`src/rtl/dbr_pkg.sv`:
```
package dbr_pkg;
   typedef enum logic {BANK_A = 1'b0, BANK_B = 1'b1} bank_e;
   localparam int WORD_SHIFT = 2;  // 4 bytes per word
endpackage

```
`src/rtl/dbr_banks.sv`:
```
module dbr_banks
   import dbr_pkg::*;
#(
   parameter int DATA_W = 32,
   parameter int DEPTH  = 16,
   parameter int IDX_W  = 4
) (
   input  logic              clk,
   input  logic              rst_n,
   input  logic              wr_en,
   input  bank_e             wr_bank,
   input  logic [IDX_W-1:0]  wr_idx,
   input  logic [DATA_W-1:0] wr_data,
   input  logic              rd_en,
   input  bank_e             rd_bank,
   input  logic [IDX_W-1:0]  rd_idx,
   output logic [DATA_W-1:0] rd_data
);
   logic [DATA_W-1:0] bank_word [2];

   for (genvar b = 0; b < 2; b++) begin : g_bank
      logic [DATA_W-1:0] mem [DEPTH];
      always_ff @(posedge clk) begin
         if (wr_en && (int'(wr_bank) == b)) mem[wr_idx] <= wr_data;
      end
      assign bank_word[b] = mem[rd_idx];
   end

   always_ff @(posedge clk) begin
      if (rd_en) rd_data <= bank_word[rd_bank];
   end

   // the fill side and the stream side never share a buffer
   a_r4_bank_split: assert property (@(posedge clk) disable iff (!rst_n)
      (wr_en && rd_en) |-> (wr_bank != rd_bank));
endmodule

```
`src/rtl/dbr_fetch.sv`:
```
module dbr_fetch
   import dbr_pkg::*;
#(
   parameter int ADDR_W = 32,
   parameter int DATA_W = 32,
   parameter int IDX_W  = 4,
   parameter int CNT_W  = 5
) (
   input  logic              clk,
   input  logic              rst_n,
   input  logic              start,
   input  logic              active,
   input  logic [CNT_W-1:0]  len,
   input  logic [ADDR_W-1:0] base,
   output logic              req_valid,
   input  logic              req_ready,
   output logic [ADDR_W-1:0] req_addr,
   input  logic              rsp_valid,
   input  logic [DATA_W-1:0] rsp_data,
   output logic              wr_en,
   output logic [IDX_W-1:0]  wr_idx,
   output logic [DATA_W-1:0] wr_data,
   output logic              fill_done
);
   logic [CNT_W-1:0] req_cnt, rsp_cnt;

   assign req_valid = active && (req_cnt < len);
   assign req_addr  = base + (ADDR_W'(req_cnt) << WORD_SHIFT);
   assign wr_en     = active && rsp_valid && (rsp_cnt < len);
   assign wr_idx    = rsp_cnt[IDX_W-1:0];
   assign wr_data   = rsp_data;
   assign fill_done = (rsp_cnt == len);

   always_ff @(posedge clk) begin
      if (!rst_n) begin
         req_cnt <= '0;
         rsp_cnt <= '0;
      end else if (start) begin
         req_cnt <= '0;
         rsp_cnt <= '0;
      end else begin
         if (req_valid && req_ready) req_cnt <= req_cnt + 1'b1;
         if (wr_en)                  rsp_cnt <= rsp_cnt + 1'b1;
      end
   end

   // consecutive requests step by one word
   a_r3_addr_step: assert property (@(posedge clk) disable iff (!rst_n)
      (req_valid && req_ready) |=> (!req_valid || (req_addr == $past(req_addr) + ADDR_W'(4))));
   // a response is only stored for a request already issued
   a_r3_rsp_after_req: assert property (@(posedge clk) disable iff (!rst_n)
      wr_en |-> (rsp_cnt < req_cnt));
endmodule

```
`src/rtl/dbr_stream.sv`:
```
module dbr_stream #(
   parameter int IDX_W = 4,
   parameter int CNT_W = 5
) (
   input  logic             clk,
   input  logic             rst_n,
   input  logic             start,
   input  logic             active,
   input  logic             primed,
   input  logic [CNT_W-1:0] len,
   output logic             rd_en,
   output logic [IDX_W-1:0] rd_idx,
   output logic             out_valid,
   output logic             stream_done
);
   logic [CNT_W-1:0] out_cnt;
   logic             beat;

   assign rd_en       = active && (out_cnt < len);
   assign rd_idx      = out_cnt[IDX_W-1:0];
   assign stream_done = (out_cnt == len);
   assign out_valid   = beat && primed;

   always_ff @(posedge clk) begin
      if (!rst_n) begin
         out_cnt <= '0;
         beat    <= 1'b0;
      end else if (start) begin
         out_cnt <= '0;
         beat    <= 1'b0;
      end else begin
         beat <= rd_en;
         if (rd_en) out_cnt <= out_cnt + 1'b1;
      end
   end

   // the stream only stops after the full word count
   a_r5_full_count: assert property (@(posedge clk) disable iff (!rst_n)
      $fell(beat) |-> (out_cnt == len));
endmodule

```
`src/rtl/dbuf_read_unit.sv`:
```
module dbuf_read_unit
   import dbr_pkg::*;
#(
   parameter int DATA_W    = 32,
   parameter int ADDR_W    = 32,
   parameter int DEPTH     = 16,
   parameter int CFG_LEN_W = 8
) (
   input  logic                 clk,
   input  logic                 rst_n,
   input  logic                 run,
   input  logic [ADDR_W-1:0]    cfg_base,
   input  logic [CFG_LEN_W-1:0] cfg_len,
   output logic                 running,
   output logic                 done,
   output logic                 mem_req_valid,
   input  logic                 mem_req_ready,
   output logic [ADDR_W-1:0]    mem_req_addr,
   input  logic                 mem_rsp_valid,
   input  logic [DATA_W-1:0]    mem_rsp_data,
   output logic                 out_valid,
   output logic [DATA_W-1:0]    out_data
);
   localparam int IDX_W = (DEPTH > 1) ? $clog2(DEPTH) : 1;
   localparam int CNT_W = $clog2(DEPTH + 1);

   if (DEPTH < 2) begin : g_bad_depth
      $error("dbuf_read_unit: DEPTH must be at least 2");
   end
   if (ADDR_W < 3) begin : g_bad_addr
      $error("dbuf_read_unit: ADDR_W too small");
   end
   if (DATA_W < 1) begin : g_bad_data
      $error("dbuf_read_unit: DATA_W must be positive");
   end

   logic             start, fill_done, stream_done, primed, ran_once;
   bank_e            fill_sel, read_sel;
   logic [CNT_W-1:0] len_eff;
   logic             wr_en, rd_en;
   logic [IDX_W-1:0] wr_idx, rd_idx;
   logic [DATA_W-1:0] wr_data;

   assign len_eff  = (cfg_len > CFG_LEN_W'(DEPTH)) ? CNT_W'(DEPTH) : CNT_W'(cfg_len);
   assign start    = run && !running;
   assign done     = !running;
   assign read_sel = (fill_sel == BANK_A) ? BANK_B : BANK_A;

   always_ff @(posedge clk) begin
      if (!rst_n) begin
         running  <= 1'b0;
         fill_sel <= BANK_A;
         primed   <= 1'b0;
         ran_once <= 1'b0;
      end else if (start) begin
         running  <= 1'b1;
         fill_sel <= read_sel;
         primed   <= ran_once;
         ran_once <= 1'b1;
      end else if (running && fill_done && stream_done) begin
         running  <= 1'b0;
      end
   end

   dbr_fetch #(.ADDR_W(ADDR_W), .DATA_W(DATA_W), .IDX_W(IDX_W), .CNT_W(CNT_W)) u_fetch (
      .clk(clk), .rst_n(rst_n), .start(start), .active(running), .len(len_eff),
      .base(cfg_base), .req_valid(mem_req_valid), .req_ready(mem_req_ready),
      .req_addr(mem_req_addr), .rsp_valid(mem_rsp_valid), .rsp_data(mem_rsp_data),
      .wr_en(wr_en), .wr_idx(wr_idx), .wr_data(wr_data), .fill_done(fill_done)
   );

   dbr_stream #(.IDX_W(IDX_W), .CNT_W(CNT_W)) u_stream (
      .clk(clk), .rst_n(rst_n), .start(start), .active(running), .primed(primed),
      .len(len_eff), .rd_en(rd_en), .rd_idx(rd_idx), .out_valid(out_valid),
      .stream_done(stream_done)
   );

   dbr_banks #(.DATA_W(DATA_W), .DEPTH(DEPTH), .IDX_W(IDX_W)) u_banks (
      .clk(clk), .rst_n(rst_n), .wr_en(wr_en), .wr_bank(fill_sel), .wr_idx(wr_idx),
      .wr_data(wr_data), .rd_en(rd_en), .rd_bank(read_sel), .rd_idx(rd_idx),
      .rd_data(out_data)
   );

   // completion needs both the fill and the stream side
   a_r7_done_needs_both: assert property (@(posedge clk) disable iff (!rst_n)
      $rose(done) |-> $past(fill_done && stream_done));
   // buffer roles hold for the whole run
   a_r2_roles_hold: assert property (@(posedge clk) disable iff (!rst_n)
      (running && $past(running)) |-> $stable(fill_sel));
endmodule

```
`config.mk`:
```
export PLATFORM = sky130hd
export DESIGN_NAME = dbuf_read_unit
export DESIGN_NICKNAME = d
export VERILOG_FILES = /design/src/rtl/dbr_pkg.sv /design/src/rtl/dbr_banks.sv /design/src/rtl/dbr_fetch.sv /design/src/rtl/dbr_stream.sv /design/src/rtl/dbuf_read_unit.sv
export SDC_FILE = /design/constraint.sdc
export NUM_CORES = 1
export LEC_CHECK = 0
export BUFFER_PORTS_ARGS = -buffer_cell sky130_fd_sc_hd__buf_2
export CAP_MARGIN = 20
export CELL_PAD_IN_SITES_DETAIL_PLACEMENT = 0
export CELL_PAD_IN_SITES_GLOBAL_PLACEMENT = 1
export CORE_UTILIZATION = 55
export DETAILED_ROUTE_END_ITERATION = 8
export GPL_ROUTABILITY_DRIVEN = 0
export GPL_TIMING_DRIVEN = 0
export PLACE_DENSITY = 0.93
export SLEW_MARGIN = 10
export SYNTH_ARGS = -nofsm -noshare
export SYNTH_HDL_FRONTEND = slang
export SYNTH_HIERARCHICAL = 1
export SYNTH_SLANG_ARGS = --single-unit
```
`constraint.sdc`:
```
create_clock -name clk -period 6.8 [get_ports clk]
set_input_delay 0.68 -clock clk [delete_from_list [all_inputs] [get_ports clk]]
set_output_delay 0.68 -clock clk [all_outputs]
set_load 0.1 [all_outputs]
```
# Word level (Yosys, flattened, before mapping)

Memories as Yosys holds them, arrays and structs flattened. A register that Yosys moved wholly into a read port is not among the register bits.
Cells that the tools add are included.

Bits in registers: 52
Bits in writable memories: 1024
Bits of input ports: 77
Output and inout port bits: 68
Logic and storage cells: 54
Memories kept: 2

$add $sub $neg: 4
Order comparisons: 5
Eq/ne operators: 2
Muxes and demuxes: 15
Bitwise logic cells: 3
Reduce and logical (&&, ||, !) cells: 14

Memories:

| name                  | words | width | read ports | clocked after memory_dff | wr ports | RTL line        | RTL |
|---|---|---|---|---|---|---|---|
| u_banks.g_bank[0].mem | 16    | 32    | 1          | 1                        | 1        | dbr_banks.sv:22 | `logic [DATA_W-1:0] mem [DEPTH];` |
| u_banks.g_bank[1].mem | 16    | 32    | 1          | 1                        | 1        | dbr_banks.sv:22 |  |

Operators with widths:

| kind                                                           | number |
|---|---|
| two-way mux 32 bit                                             | 3 |
| adder 32 x 7 -> 32 bit                                         | 1 |
| two-way mux 4 bit                                              | 4 |
| adder 5 x 1 -> 5 bit (second input constant)                   | 3 |
| less-than comparator 5 bit                                     | 3 |
| logical AND 1 bit                                              | 11 |
| equality test 5 bit                                            | 2 |
| greater-than comparator 8 x 5 -> 1 bit (second input constant) | 1 |
| two-way mux 1 bit                                              | 7 |
| two-way mux 5 bit                                              | 1 |
| >= comparator 2 bit (second input constant)                    | 1 |
| inverter 1 bit                                                 | 2 |
| inverter 1 -> 2 bit                                            | 1 |
| nonzero test 2 bit                                             | 1 |
| OR reduction 2 bit                                             | 1 |
| zero test 1 bit                                                | 1 |

# Depth between registers and ports, before layout

Gate-level depths: netlist of run 1.

Word-level depth: 7
Gate-level depth with buffers: 11
Mapped depth without buffers: 11

# Hierarchy

The synthesis of run 1 kept the hierarchy.

By module, submodules not included:

| module         | instances | cells each | area an instance (sq um) | sequential area each (sq um) |
|---|---|---|---|---|
| dbr_banks      | 1         | 2265       | 40812.9                  | 31710.4 |
| dbr_fetch      | 1         | 222        | 1684.1                   | 200.2 |
| dbr_stream     | 1         | 53         | 476.7                    | 120.1 |
| dbuf_read_unit | 1         | 22         | 191.4                    | 80.1 |

# Worst setup path after synthesis of run 1

Ideal clock, no wire load.

Path type: input-to-reg
From: in cfg_len[7]
To: mem u_banks.g_bank[0].mem[14][0], enable pin
Library setup time: 421 ps
Data arrival time: 3984 ps
Data required time: 6379 ps
Setup slack: 2395 ps
Stages: 11
Path buffers: 0
Cells stage by stage: nor4_2 and2_1 inv_1 ha_1 nor2b_1 o21ai_0 nand3_1 inv_1 nor2b_1 nand3_1 nor2_1

Cells in the longest elaborated chain, start to end: 7

Ends and longest elaborated chain:

| element                                 | RTL line             | RTL |
|---|---|---|
| start, declared                         | dbuf_read_unit.sv:13 | `input logic [CFG_LEN_W-1:0] cfg_len,` |
| greater-than comparator 8 x 5 -> 1 bit  | dbuf_read_unit.sv:44 | `assign len_eff = (cfg_len > CFG_LEN_W'(DEPTH)) ? CNT_W'(DEPTH) : CNT_W'(cfg_len);` |
| two-way mux 5 bit                       | dbuf_read_unit.sv:44 |  |
| named net len_eff[1]                    | dbuf_read_unit.sv:39 | `logic [CNT_W-1:0] len_eff;` |
| less-than comparator 5 bit              | dbr_fetch.sv:29      | `assign wr_en = active && rsp_valid && (rsp_cnt < len);` |
| logical AND 1 bit                       | dbr_fetch.sv:29      |  |
| named net wr_en                         | dbuf_read_unit.sv:40 | `logic wr_en, rd_en;` |
| logical AND 1 bit                       | dbr_banks.sv:24      | `if (wr_en && (int'(wr_bank) == b)) mem[wr_idx] <= wr_data;` |
| two-way mux 1 bit                       | dbr_banks.sv:24      |  |
| two-way mux 1 bit (not written as such) | dbr_banks.sv:24      |  |
| end, declared                           | dbr_banks.sv:22      |  |

The timed path passes the listed nets, and every way through them passes these cells.

# Worst setup path in the final report of run 1

From: in cfg_len[7]
To: mem u_banks.g_bank[0].mem[15][18], enable pin

The elaborated chain is that of the path after synthesis.

==> results of run 1 <==
[cell type report]
| class | instances | area share [%] |
|---|---|---|
| sequential | 1076 | 65.2 |
| multi-input combinational | 1286 | 20.5 |
| clock buffer | 116 | 5.27 |
| timing repair buffer | 143 | 2.74 |
| tap | 1040 | 2.64 |
| buffer | 174 | 2.24 |
| clock inverter | 62 | 1.13 |
| inverter | 26 | 0.198 |
| antenna | 3 | 0.0153 |
[through the flow]
step	utilization (%)	setup slack (ns)	cells	hold slack (ns)
6_report	63.4	2.78	3926	0.310
3_5_place_dp	59.4	2.19	3745	0.462
2_1_floorplan	-	2.40	2562	0.430
4_1_cts	63.4	2.86	3923	0.289
3_3_place_gp	58.0	0.625	3712	0.437
5_1_grt	63.4	2.54	3924	0.321
[flip-flops by register name, indices dropped and copies added (netlist names)]
signal,flops
u_banks/g_bank.mem,1024
u_banks/rd_data,32
u_fetch/req_cnt,5
u_fetch/rsp_cnt,5
u_stream/out_cnt,5
fill_sel,1
primed,1
ran_once,1
running,1
u_stream/beat,1
[worst paths after layout]
kind                      start                            end  slack [ns]  depth (start not counted)
max                  cfg_len[7]  u_banks/g_bank[0].mem[15][18]        2.78                         13
min                         run                       fill_sel        0.31                          3
max reg2reg  u_fetch/rsp_cnt[1]  u_banks/g_bank[0].mem[15][18]        3.18                          9
min reg2reg            ran_once                         primed        0.47                          2
[power groups by stage]
| stage | Clock (W) | Combinational, W | Sequential [W] |
|---|---|---|---|
| after global routing | 0.00573 | 0.000900 | 0.00733 |
| after floorplan | 0 | 0.000490 | 0.00757 |
| after CTS | 0.00548 | 0.000857 | 0.00733 |
| after detailed placement | 0 | 0.000851 | 0.00747 |
| final | 0.00544 | 0.000866 | 0.00733 |
| after global placement | 0 | 0.000813 | 0.00747 |
[cell usage after synthesis, types with 2 or more instances]
cell type and instances:
a21o_1 3, a21oi_1 107, a22o_1 64, a22oi_1 96, a31oi_1 34, and2_1 8
and3_1 2, and4_1 3, buf_1 3, buf_2 34, buf_4 74, buf_6 16
clkbuf_1 45, clkbuf_4 2, dfxtp_1 20, edfxtp_1 1056, ha_1 22, inv_1 26
mux2i_1 515, nand2_1 115, nand2b_1 8, nand3_1 114, nand4_1 2, nor2_1 53
nor2b_1 9, nor3_1 46, o211ai_1 3, o21a_1 5, o21ai_0 11, o31ai_1 3
or2_2 2, or3_1 4, or4_1 3, xnor2_1 14, xor2_1 18
[routing by layer]
| metal | GRT usage (%) | part of all wire, % | up-vias |
|---|---|---|---|
| li1 | - | - | 10500 |
| met1 | 33.3 | 37 | 12400 |
| met2 | 45.5 | 51 | 1293 |
| met3 | 4.30 | 9.0 | 229 |
| met4 | 11.0 | 3.6 | 0 |
| met5 | 0 | 0 | - |
[worst min-delay path, cell delays in order]
cell and delay (ns):
buf_2 0.10, nand4bb_1 0.09, o21ai_0 0.07
[logic make-up after synthesis]
| group | after synthesis | share of synthesized area [%] |
|---|---|---|
| compound gates | 333 | 5.22 |
| xor+xnor | 32 | 0.649 |
| fa+ha+maj | 23 | 0.684 |
| buf+inv | 200 | 2.78 |
| flops | 1076 | 74.4 |
| mux | 515 | 11.9 |
| simple gates | 383 | 4.34 |
==> run_results.csv, run 1 <==
group,metric,value,unit
run_status,status,"finished clean",
detailed_routing,wirelength,105000,um
floorplan,die_y,282,um
power_and_ir_drop,power_switching,0.00301,W
power_and_ir_drop,p_int,0.0106,W
final_layout,final_cell_mix,"edfxtp_1 (1056), mux2i_1 (515), buf_2 (144)",
setup_path,cp_max_fo,18,
yosys,synth_area_per_cell,16.8,um2
final_layout,fillers,5158,
placed_design,dpl.hpwl,68000,um
yosys,yosysUniqueCellTypes,57,
detailed_routing,drtIter0Drc,2943,
setup_path,crit_path_start_kind,"input pin",
cts,cts-hold-fix-buffers,0,
timing,fmax,0.249,GHz
cts,root_buffer,"clkbuf_16",
final_layout,drive_gt1_share,15.8,%
setup_path,path_buf_inv,4,
final_layout,mostFrequentLayoutCell,"edfxtp_1",
power_and_ir_drop,power.density,277,mW/mm2
yosys,synth_top_area_share,73.5,%
placed_design,place_area,0.0461,mm2
power_and_ir_drop,p_sw_share,22.1,%
placed_design,numPortBuffers,110,
timing,finalSetupViolCount,0,
detailed_routing,ant_nets,0,
detailed_routing,viasPerCell,6.22,
cts,ctsLongestPathBuffers,3,
timing,min_period_over_period,59.1,%
setup_path,crit_required,7.17,ns
detailed_routing,vias,24400,
timing,hold_viol_final,0,
cts,post_cts_buffers,0,
power_and_ir_drop,peakVddDrop,0.227,mV
final_layout,finalNetCount,2908,
setup_path,path_cells,"buf_2 > nor4_2 > and2_1 > inv_1 > ha_1 > nor2b_1 > o21ai_0 > nand3_1 > inv_1 > nor2b_1 > nand3_1 > nor2_4 > buf_16",
cts,clkSinkCount,1076,
setup_path,critPathArrivalTime,4.39,ns
final_layout,multiInputGateArea,0.0101,mm2
yosys,synth_cells,2562,
final_layout,syn2layout_area_growth,14.0,%
power_and_ir_drop,total_power,0.0136,W
yosys,synth_seq_cells,1076,
yosys,yosys_warnings,6,
final_layout,final_cell_area,0.0492,mm2
detailed_routing,wl_per_cell,26.7,um
power_and_ir_drop,leakage,15.7,nW
floorplan,std_cell_rows,102,
floorplan,start_util,55.6,%
timing,finClkSkew,0.0293,ns
setup_path,path_class,"input pin to flop",
timing,fin_setup_tns,0,ns
timing,final_max_slew_viol_count,0,
cts,htree_levels,3,
cts,post_cts_resized,0,
floorplan,core_area,0.0776,mm2
cts,worstSkewPairLatency,0.68,ns
cts,numCtsBuffers,101,
detailed_routing,first_pass_iters,7,
global_routing,grt_pass1_vias,24700,
power_and_ir_drop,p_clk_share,39.9,%
global_routing,grt_start_max_net_pins,33,
setup_path,critPathCaptureType,"flop",
setup_path,cpPeakStageDelay,0.72,ns
cts,path_clk_slew,0.06,ns
setup_path,slowest_stage,"nor2_4",
power_and_ir_drop,pwr-share-seq,53.8,%
yosys,synth_top_area_cell,"edfxtp_1",
yosys,synth_ff_type,"edfxtp_1",
setup_path,path_delay_family,"simple AND/OR/NAND/NOR gates",
floorplan,die_area,0.0796,mm2
detailed_routing,drc_errors,0,
yosys,syn-cell-area,0.0432,mm2
global_routing,grt_pass1_wl,154000,um
worst_hold_path,min-delay-path-class,"input pin to flop",
yosys,synth_fp_nets,2662,
global_routing,antenna_found_initial,1,
floorplan,io_pins,145,
yosys,ys_seq_area_share,74.4,%
global_routing,grt_overflow_total,0,
power_and_ir_drop,combinationalPowerShare,6.4,%
timing,worst_pin_slew,1.14,ns
timing,period_needed,4.02,ns
global_routing,grt_usage,26.4,%
run,cap_violations,0,
final_layout,regArea,0.0321,mm2
floorplan,die_w,282,um
yosys,synthArstFlopShare,0,%
yosys,synth_top_cells_by_area,"edfxtp_1 (73%), mux2i_1 (12%), a22oi_1 (1.7%), nand3_1 (1.3%), a22o_1 (1.3%)",
timing,rsz0062_at_grt,"no",
yosys,synth_edf_count,1056,
timing,relSlewSlack,24.3,%
cts,cts_tree,"yes",
Power figures use the tool's default switching activity.
==> run 2, diff against run 1 <==
--- a/config.mk
+++ b/config.mk
@@ -9,11 +9,11 @@
 export CAP_MARGIN = 20
 export CELL_PAD_IN_SITES_DETAIL_PLACEMENT = 0
 export CELL_PAD_IN_SITES_GLOBAL_PLACEMENT = 1
-export CORE_UTILIZATION = 55
+export CORE_UTILIZATION = 48
 export DETAILED_ROUTE_END_ITERATION = 8
 export GPL_ROUTABILITY_DRIVEN = 0
 export GPL_TIMING_DRIVEN = 0
-export PLACE_DENSITY = 0.93
+export PLACE_DENSITY = 0.87
 export SLEW_MARGIN = 10
 export SYNTH_ARGS = -nofsm -noshare
 export SYNTH_HDL_FRONTEND = slang
==> constraint.sdc (replaced) <==
create_clock -name clk -period 3.3 [get_ports clk]
set_input_delay 0.33 -clock clk [delete_from_list [all_inputs] [get_ports clk]]
set_output_delay 0.33 -clock clk [all_outputs]
set_load 0.1 [all_outputs]
==> run 2 against run 1 <==
Against the previous run: the run now ends with DRC left; global-route usage down 3.4 points; sequential share of layout area down 1.5 points; via count down 0.91%; non-clock buffer count up 32; hold slack worse by 0.23 ns; cell area up 2.3%; register-to-register slack worse by 3.0 ns; final cell count up 4.4%.
==> run_results.csv, run 2 (same netlist as run 1, synthesis figures left out) <==
group,metric,value,unit
power_and_ir_drop,p_clk_share,41.6,%
placed_design,numPortBuffers,110,
timing,min_period_over_period,98.7,%
floorplan,die_y,302,um
detailed_routing,ant_nets,0,
cts,root_buffer,"clkbuf_16",
final_layout,reg_top3,"u_banks/g_bank.mem x1024, u_banks/rd_data x32",
placed_design,place_area,0.0461,mm2
floorplan,core_area,0.0888,mm2
cts,clkSinkCount,1076,
setup_path,path_depth,7,
final_layout,regMostFlops,"u_banks/g_bank.mem",
global_routing,grt_usage,23.1,%
final_layout,fillers,6473,
setup_path,path_buf_inv,1,
setup_path,crit_path_start_kind,"flop",
cts,path_clk_slew,0.06,ns
worst_hold_path,hold_end,"u_fetch/req_cnt[2]",
setup_path,path_delay_family,"simple AND/OR/NAND/NOR gates",
global_routing,gr-max-usage-layer,"met2",
global_routing,grt_start_max_net_pins,33,
final_layout,final_cell_area,0.0503,mm2
detailed_routing,first_pass_iters,7,
cts,cts_tree,"yes",
setup_path,critPathCaptureType,"output pin",
global_routing,grt.met3_usage,4.17,%
setup_path,reg2regPathDepth,8,
run_status,violations,"DRC",
worst_hold_path,hold_start,"mem_req_ready",
final_layout,drive_gt1_share,18.1,%
setup_path,r2r_end,"u_banks/g_bank[1].mem[11][24]",
run,cap_violations,0,
floorplan,start_util,48.6,%
final_layout,diodes,0,
setup_path,reg2reg_slack,0.19,ns
cts,ctsLongestPathBuffers,3,
final_layout,final_cell_mix,"edfxtp_1 (1056), mux2i_1 (515), buf_2 (123)",
run_status,status,"finished with violations",
cts,numCtsBuffers,105,
timing,finClkSkew,0.0258,ns
timing,fmax,0.307,GHz
final_layout,mostFrequentLayoutCell,"edfxtp_1",
placed_design,dp_cells,3866,
power_and_ir_drop,combinationalPowerShare,6.3,%
setup_path,crit_required,2.97,ns
timing,fin_setup_tns,0,ns
timing,final_max_slew_viol_count,0,
timing,worst_pin_slew,1.16,ns
timing,relSlewSlack,22.6,%
power_and_ir_drop,power.density,575,mW/mm2
setup_path,path_class,"flop to output pin",
power_and_ir_drop,p_int,0.0225,W
detailed_routing,vias,24200,
setup_path,slowest_stage,"dfxtp_1",
global_routing,use_met1,29.1,%
setup_path,r2r-start,"u_fetch/rsp_cnt[1]",
global_routing,grt_pass1_vias,24800,
power_and_ir_drop,p_sw_share,22.1,%
setup_path,path_cells,"ha_2 > nor2b_2 > o2111a_2 > nor2_4 > nor2_1 > xor2_1 > buf_6",
setup_path,cpPeakStageDelay,0.47,ns
power_and_ir_drop,power_switching,0.00641,W
cts,worstSkewPairLatency,0.67,ns
final_layout,multiInputGateArea,0.0102,mm2
setup_path,cp_max_fo,10,
final_layout,final_cells,4100,
global_routing,antenna_found_initial,0,
floorplan,die_w,302,um
detailed_routing,drtIter0Drc,2686,
final_layout,syn2layout_area_growth,16.6,%
cts,htree_levels,3,
detailed_routing,wl_per_cell,26.0,um
power_and_ir_drop,peakVddDrop,0.462,mV
final_layout,regArea,0.0321,mm2
detailed_routing,viasPerCell,5.91,
floorplan,io_pins,145,
floorplan,die_area,0.0911,mm2
detailed_routing,wirelength,107000,um
power_and_ir_drop,pwr-share-seq,52.2,%
timing,hold_viol_final,0,
global_routing,met2_usage,39.7,%
placed_design,dpl.hpwl,67800,um
worst_hold_path,min-delay-path-class,"input pin to flop",
worst_hold_path,hold_depth,4,
final_layout,largest_reg_flops,1024,
global_routing,grt_pass1_wl,155000,um
global_routing,grt_overflow_total,0,
final_layout,finalNetCount,2946,
setup_path,critPathArrivalTime,2.93,ns
floorplan,std_cell_rows,109,
timing,finalSetupViolCount,0,
power_and_ir_drop,leakage,16.1,nW
timing,period_needed,3.26,ns
detailed_routing,drc_errors,4,
[run 2: cell count changes in the layout (fill, tap and decap cells not counted), moves of 6 or more]
cell and change:
buf_2 -21, buf_4 +16, buf_6 +15, buf_12 +23
clkinv_1 -6
[run 2: through the flow]
stage / utilization [%] / power (W) / worst slack, ns / hold slack, ns
final: 56.7 / 0.0289 / 0.0434 / 0.0765
after global routing: 56.7 / 0.0297 / -0.0110 / 0.0799
after CTS: 56.5 / 0.0290 / 0.00132 / 0.0396
after detailed placement: 51.9 / 0.0171 / -1.07 / 0.463
after global placement: 51.0 / 0.0171 / -2.24 / 0.440
after floorplan: - / 0.0166 / -0.497 / 0.430
[run 2: area by class of cell]
cell class	instances	area share, %
Clock buffer	119	5.32
Multi-Input combinational cell	1288	20.3
Clock inverter	77	1.56
Sequential cell	1076	63.8
Timing Repair Buffer	175	3.76
Buffer	174	2.20
Tap cell	1165	2.90
Inverter	26	0.194
[run 2: worst max-delay path by stage]
stage,from,end,slack (ns)
2_1_floorplan,cfg_len[7],u_banks/g_bank[1].mem[0][0],-0.50
3_5_place_dp,cfg_len[7],u_banks/g_bank[0].mem[3][17],-1.07
3_3_place_gp,cfg_len[7],u_banks/g_bank[1].mem[0][16],-2.24
5_1_grt,u_fetch/req_cnt[2],mem_req_addr[12],-0.01
4_1_cts,u_fetch/req_cnt[1],mem_req_addr[23],0.001
6_report,u_fetch/req_cnt[2],mem_req_addr[12],0.04
[run 2: power groups by stage]
stage	Combinational, W	Clock, W	Sequential (W)
final	0.00182	0.0120	0.0151
after global routing	0.00189	0.0127	0.0151
after CTS	0.00179	0.0121	0.0151
after detailed placement	0.00176	0	0.0154
after global placement	0.00170	0	0.0154
after floorplan	0.00101	0	0.0156
[run 2: tightest hold or removal path: stages]
cell       delay, ns
buf_2           0.11
o2111ai_1       0.10
xor2_1          0.07
nor2_1          0.08
[run 2: per-layer routing]
layer | wire length, um | vias up
met2 | 53600 | 1154
met5 | 0 | -
met1 | 40700 | 12300
met3 | 8810 | 195
met4 | 3440 | 0
li1 | - | 10600
[run 2: what timing repair did]
item | 4_1_cts | 5_1_grt
hold buffers | 3 | 0
setup buffers | 31 | 0
setup endpoints to repair | 461 | 22
gates resized for setup | 28 | 40
endpoints found under the hold margin | 4 | 0
cloned | 2 | 0
pin swaps | 19 | 4
